## src/rtl/tagr_pkg.sv

```systemverilog
package tagr_pkg;

  localparam int FRM_W = 16;
  localparam int LEN_W = 5;
  localparam int N_ENT = 1;

  typedef struct packed {
    logic [LEN_W-1:0] len;
    logic [FRM_W-1:0] bits;
  } frame_t;

  typedef enum logic [1:0] {ST_IDLE, ST_WAIT, ST_SEND} st_t;

  // Query side of the lookup table
  function automatic frame_t query_at(int idx);
    frame_t f;
    f = '0;
    case (idx)
      0: begin
        f.len  = LEN_W'(7);
        f.bits = FRM_W'(16'h0055);
      end
      default: ;
    endcase
    return f;
  endfunction

  // Reply side of the lookup table
  function automatic frame_t reply_at(int idx);
    frame_t f;
    f = '0;
    case (idx)
      0: begin
        f.len  = LEN_W'(6);
        f.bits = FRM_W'(16'h003B);
      end
      default: ;
    endcase
    return f;
  endfunction

endpackage

```

## src/rtl/tagr_matcher.sv

```systemverilog
module tagr_matcher
  import tagr_pkg::*;
(
  input  frame_t frm_i,
  output logic   hit_o,
  output frame_t reply_o
);

  logic [N_ENT-1:0] hit_v;

  for (genvar g = 0; g < N_ENT; g++) begin : g_ent
    assign hit_v[g] = (frm_i == query_at(g));
  end

  // lowest index wins if entries overlap
  always_comb begin
    hit_o   = |hit_v;
    reply_o = '0;
    for (int i = N_ENT - 1; i >= 0; i--) begin
      if (hit_v[i]) reply_o = reply_at(i);
    end
  end

endmodule

```

## src/rtl/tagr_bit_timer.sv

```systemverilog
module tagr_bit_timer #(
  parameter int BIT_TICKS = 150
) (
  input  logic clk,
  input  logic rst_n,
  input  logic load_i,
  input  logic run_i,
  input  logic tick_i,
  output logic done_o
);

  localparam int TW = $clog2(BIT_TICKS + 1);

  logic [TW-1:0] cnt_q;

  assign done_o = run_i && tick_i && (cnt_q == TW'(1));

  // reloaded at every bit boundary so periods never accumulate error
  always_ff @(posedge clk or negedge rst_n) begin
    if (!rst_n) begin
      cnt_q <= TW'(BIT_TICKS);
    end else if (load_i || done_o) begin
      cnt_q <= TW'(BIT_TICKS);
    end else if (run_i && tick_i) begin
      cnt_q <= cnt_q - TW'(1);
    end
  end

endmodule

```

## src/rtl/tagr_shifter.sv

```systemverilog
module tagr_shifter #(
  parameter int DW = 16,
  parameter int LW = 5
) (
  input  logic          clk,
  input  logic          rst_n,
  input  logic          load_i,
  input  logic [DW-1:0] data_i,
  input  logic [LW-1:0] len_i,
  input  logic          adv_i,
  output logic          bit_o,
  output logic          last_o
);

  logic [DW-1:0] sreg_q;
  logic [LW-1:0] left_q;
  logic          out_q;

  always_ff @(posedge clk or negedge rst_n) begin
    if (!rst_n) begin
      sreg_q <= '0;
      left_q <= '0;
      out_q  <= 1'b0;
    end else if (load_i) begin
      out_q  <= data_i[0];
      sreg_q <= data_i >> 1;
      left_q <= len_i - LW'(1);
    end else if (adv_i) begin
      if (left_q == '0) begin
        out_q <= 1'b0;
      end else begin
        out_q  <= sreg_q[0];
        sreg_q <= sreg_q >> 1;
        left_q <= left_q - LW'(1);
      end
    end
  end

  assign bit_o  = out_q;
  assign last_o = (left_q == '0);

endmodule

```

## src/rtl/tag_reply_unit.sv

```systemverilog
module tag_reply_unit
  import tagr_pkg::*;
#(
  parameter int CNT_W       = 12,
  parameter int START_TICKS = 490,
  parameter int BIT_TICKS   = 150
) (
  input  logic             clk,
  input  logic             rst_n,
  input  logic             frm_valid,
  output logic             frm_ready,
  input  logic [FRM_W-1:0] frm_data,
  input  logic [LEN_W-1:0] frm_len,
  input  logic [CNT_W-1:0] edge_ticks,
  input  logic             tick_en,
  output logic             ser_out,
  output logic             busy,
  output logic             match
);

  frame_t frm_in, reply, reply_q;
  logic   hit, accept, start, bit_done, last_bit, match_q;
  st_t    st_q;

  assign frm_in = {frm_len, frm_data};

  tagr_matcher u_match (
    .frm_i   (frm_in),
    .hit_o   (hit),
    .reply_o (reply)
  );

  assign frm_ready = (st_q == ST_IDLE);
  assign accept    = frm_valid && frm_ready;
  assign start     = (st_q == ST_WAIT) && (edge_ticks >= CNT_W'(START_TICKS));

  tagr_bit_timer #(.BIT_TICKS(BIT_TICKS)) u_timer (
    .clk    (clk),
    .rst_n  (rst_n),
    .load_i (start),
    .run_i  (st_q == ST_SEND),
    .tick_i (tick_en),
    .done_o (bit_done)
  );

  tagr_shifter #(.DW(FRM_W), .LW(LEN_W)) u_shift (
    .clk    (clk),
    .rst_n  (rst_n),
    .load_i (start),
    .data_i (reply_q.bits),
    .len_i  (reply_q.len),
    .adv_i  (bit_done),
    .bit_o  (ser_out),
    .last_o (last_bit)
  );

  always_ff @(posedge clk or negedge rst_n) begin
    if (!rst_n) begin
      st_q    <= ST_IDLE;
      reply_q <= '0;
      match_q <= 1'b0;
    end else begin
      case (st_q)
        ST_IDLE: if (accept) begin
          match_q <= hit;
          reply_q <= reply;
          if (hit) st_q <= ST_WAIT;
        end
        ST_WAIT: if (start) st_q <= ST_SEND;
        ST_SEND: if (bit_done && last_bit) st_q <= ST_IDLE;
        default: st_q <= ST_IDLE;
      endcase
    end
  end

  assign busy  = (st_q != ST_IDLE);
  assign match = match_q;

  // a taken frame that misses leaves everything quiet
  p_nohit_clears_r3: assert property (@(posedge clk) disable iff (!rst_n)
    (frm_valid && frm_ready && !hit) |=> (!match && !busy && !ser_out));

  // frames offered during a reply leave the match flag alone
  p_busy_holds_match_r4: assert property (@(posedge clk) disable iff (!rst_n)
    (busy && frm_valid) |=> $stable(match));

  // line stays low while waiting for the start offset
  p_wait_quiet_r5: assert property (@(posedge clk) disable iff (!rst_n)
    (st_q == ST_WAIT && edge_ticks < CNT_W'(START_TICKS)) |=> (!ser_out && busy));

  // without a tick the current bit is held
  p_hold_between_ticks_r6: assert property (@(posedge clk) disable iff (!rst_n)
    (st_q == ST_SEND && !tick_en) |=> $stable(ser_out));

  // the line is low once the reply has finished
  p_end_low_r8: assert property (@(posedge clk) disable iff (!rst_n)
    $fell(busy) |-> !ser_out);

endmodule

```

## config.mk

```make
export PLATFORM = sky130hd
export DESIGN_NAME = tag_reply_unit
export DESIGN_NICKNAME = d
export VERILOG_FILES = /design/src/rtl/tagr_pkg.sv /design/src/rtl/tagr_matcher.sv /design/src/rtl/tagr_bit_timer.sv /design/src/rtl/tagr_shifter.sv /design/src/rtl/tag_reply_unit.sv
export SDC_FILE = /design/constraint.sdc
export NUM_CORES = 1
export LEC_CHECK = 0
export ABC_AREA = 1
export BUFFER_PORTS_ARGS = -buffer_cell sky130_fd_sc_hd__buf_2
export CAP_MARGIN = 20
export CORE_AREA = 2 2 55 57
export DETAILED_ROUTE_END_ITERATION = 8
export DIE_AREA = 0 0 57 59
export PLACE_DENSITY = 0.75
export SLEW_MARGIN = 20
export SYNTH_ARGS = -nofsm -noshare
export SYNTH_HDL_FRONTEND = slang
export SYNTH_SLANG_ARGS = --single-unit
```

## constraint.sdc

```tcl
create_clock -name clk -period 2.3 [get_ports clk]
set_clock_uncertainty 0.1 [all_clocks]
set_input_delay 0.115 -clock clk [delete_from_list [all_inputs] [get_ports clk]]
set_output_delay 0.115 -clock clk [all_outputs]
set_load 0.01 [all_outputs]
```

==> flow_summary_export.csv <==
group,metric,value,unit
run_status,status,"complete, no violations",
pwr,p_per_area,1010,nW/µm²
clock_tree,cts_buffers,3,
sta,relSlewSlack,67.1,%
yosys,synth_nets,215,
global_route,track_usage,18.2,%
yosys,yosysSeqAreaShare,42.1,%
setup_path,worstSetupPathType,"reg2reg",
placement,dpl.hpwl,2.10,mm
yosys,synthArstFlopShare,100,%
routing,postRouteWirelength,2.72,mm
final_layout,drive_above_1_share,27.3,%
sta,worst_slew_pin_slew,0.494,ns
global_route,grt_pass1_wl,4.87,mm
setup_path,reg2reg_slack,0.35,ns
setup_path,slowest_stage,"dfrtp_1",
pwr,ir_worst_vdd,611,µV
routing,drc,0,
die,core,2710,µm²
setup_path,cp.arrival,2.06,ns
clock_tree,htreeDepth,1,
clock_tree,cts_tree,"yes",
die,design.die.area,3360,µm²
yosys,synth_enable_flop_cells,0,
die,io_pins,41,
global_route,grt_overflow_total,0,
pwr,power_leakage,0.000861,µW
clock_tree,path_clk_slew,0.12,ns
yosys,syn_area,1320,µm²
global_route,antenna_found_initial,0,
sta,fin_tns_setup,0,ns
sta,rsz0062_at_grt,"false",
setup_path,cp_max_fo,10,
routing,drt_iter0_markers,35,
clock_tree,clock-root-buffer,"clkbuf_4",
clock_tree,clock_sinks,22,
global_route,grt_busiest_layer,"met2",
flow_run,maxCapViolCount,0,
sta,fmax,513,MHz
routing,vias_per_cell,4.89,
routing,avgRoutedWirePerCell,10.8,µm
sta,setup_viol,0,
yosys,synth_seq_cells,22,
final_layout,area_growth,22.8,%
sta,hold_viol_final,0,
die,rows,19,
final_layout,diodes,0,
hold_path,hold_class,"in2reg",
routing,dr.pass1.iters,4,
routing,drtAntennaViolNets,0,
final_layout,utilization,59.7,%
clock_tree,clk_path_buf_depth,2,
setup_path,critPathRequiredTime,2.41,ns
die,dieWidth,57,µm
die,die_h,59,µm
placement,place.gp.congestion,0.842,
global_route,use_met3,3.28,%
yosys,yosys-top-cells-area,"dfrtp_1, nand2_1, dfstp_2",
sta,timing.final.crit_share,84.7,%
global_route,grt_max_degree,23,
global_route,use_met2,31.4,%
yosys,netlist-cell-type-count,27,
global_route,grtUsageMet1,22.9,%
yosys,ys_warn_count,0,
sta,min_period,1.95,ns
final_layout,final_net_count,261,
setup_path,crit_path_end_kind,"flip-flop",
clock_tree,clk_latency,0.32,ns
yosys,synth_area_per_cell,7.54,µm²
setup_path,crit_chain,"inv_1 -> nor2_1 -> nand3_2 -> nand2_1 -> and2_1 -> ha_1 -> nand3_1 -> nor3_1 -> nor2_1",
yosys,synth_cells,175,
yosys,synthFlopType,"dfrtp_1",
sta,maxSlewViolCount,0,
placement,port-buffer-count,39,
routing,num_vias,1228,
setup_path,start_kind,"flip-flop",
global_route,grt_pass1_vias,1207,
setup_path,crit_path_frequent_cell,"nor2_1",
yosys,netlist.area_leader.share,34.2,%
setup_path,slowest_delay,0.42,ns
yosys,yosysTopAreaCell,"dfrtp_1",
die,initial_core_util,48.7,%
final_layout,fillers,250,
cell usage after synthesis, types with 2 or more instances:
cell	n
nand3_1	15
nand4_1	7
nor3_1	3
nand2_4	3
dfrtp_1	18
nor2_1	23
xor2_1	3
o21ai_0	9
dfstp_2	4
nand3_2	2
nand2_1	37
ha_1	3
nor4_1	5
inv_1	28
o211ai_1	2
nand2_2	2
state kept, by name (all words and copies together), names as in the netlist:
signal	count
reply_q	1
u_shift.bit_o	1
u_shift.left_q	5
st_q	2
u_shift.sreg_q	5
u_timer.cnt_q	8
cell families after synthesis:
logic type	synth area share (%)
AO/OA/AOI/OAI	7.31
flip-flops	42.1
AND/OR/NAND/NOR	36.6
adder cells (fa/ha/maj)	2.85
XOR/XNOR	1.99
buffers and inverters	9.11
where the power goes:
group          internal [µW]  total [µW]  switching, µW
clock network            176         301            124
registers                556         647           91.8
logic                    259         691            432
total                    991        1640            648
final cells by class:
| type | instances | area, µm² | share of cell area (%) |
|---|---|---|---|
| Tap cell | 31 | 38.8 | 2.40 |
| Sequential cell | 22 | 556 | 34.3 |
| Clock buffer | 3 | 22.5 | 1.39 |
| Timing Repair Buffer | 42 | 220 | 13.6 |
| Inverter | 29 | 109 | 6.72 |
| Multi-Input combinational cell | 123 | 643 | 39.7 |
| Clock inverter | 1 | 30.0 | 1.85 |
per-stage QoR:
step / cells / worst slack (ns) / hold slack (ns) / power (µW) / cell area, µm²
CTS: 251 / 0.332 / 0.0113 / 1650 / 1620
global placement: 246 / 0.413 / 0.0107 / 1320 / 1560
detailed placement: 246 / 0.382 / 0.00658 / 1340 / 1560
finish: 251 / 0.351 / 0.0133 / 1640 / 1620
floorplan: 175 / 0.564 / -0.281 / 1160 / 1320
global route: 251 / 0.123 / 0.0354 / 1800 / 1620
routing by layer:
layer	share of wire, %	routed length (µm)
met3	3.4	93
met2	46	1250
met4	1.0	28
met1	50	1350
met5	0	0
final timing paths:
check | startpoint | to | cells after the start
max | st_q[0] | u_shift.left_q[4] | 9
min | frm_valid | reply_q[4] | 3
max reg2reg | st_q[0] | u_shift.left_q[4] | 9
min reg2reg | u_timer.cnt_q[4] | u_timer.cnt_q[4] | 2
max in group asynchronous | rst_n | u_timer.cnt_q[4] | 2
min in group asynchronous | rst_n | u_shift.sreg_q[0] | 2
what timing repair did:
item	4_1_cts	5_1_grt
buffers inserted	0	0
hold buffers	1	0
endpoints found under the hold margin	22	0
gates resized for setup	0	0
worst max-delay path, delay by kind of cell, from the launching register on:
kind	cells	cell delay, ns
fa+ha+maj	1	0.18
simple gates	7	1.09
flops	1	0.42
buf+inv	1	0.05
cell usage in the layout (no fill, tap or decap), types with 2 or more instances in the layout:
cell type / n
buf_2: 39
nand2_1: 37
inv_1: 28
nor2_1: 23
dfrtp_1: 18
nand3_1: 15
o21ai_0: 9
nand4_1: 7
nor4_1: 5
dfstp_2: 4
nand2_4: 3
nor3_1: 3
xor2_1: 3
ha_1: 3
clkbuf_4: 3
nand3_2: 2
nand2_2: 2
o211ai_1: 2
buf_4: 2
(Power assumes the default switching activity.)
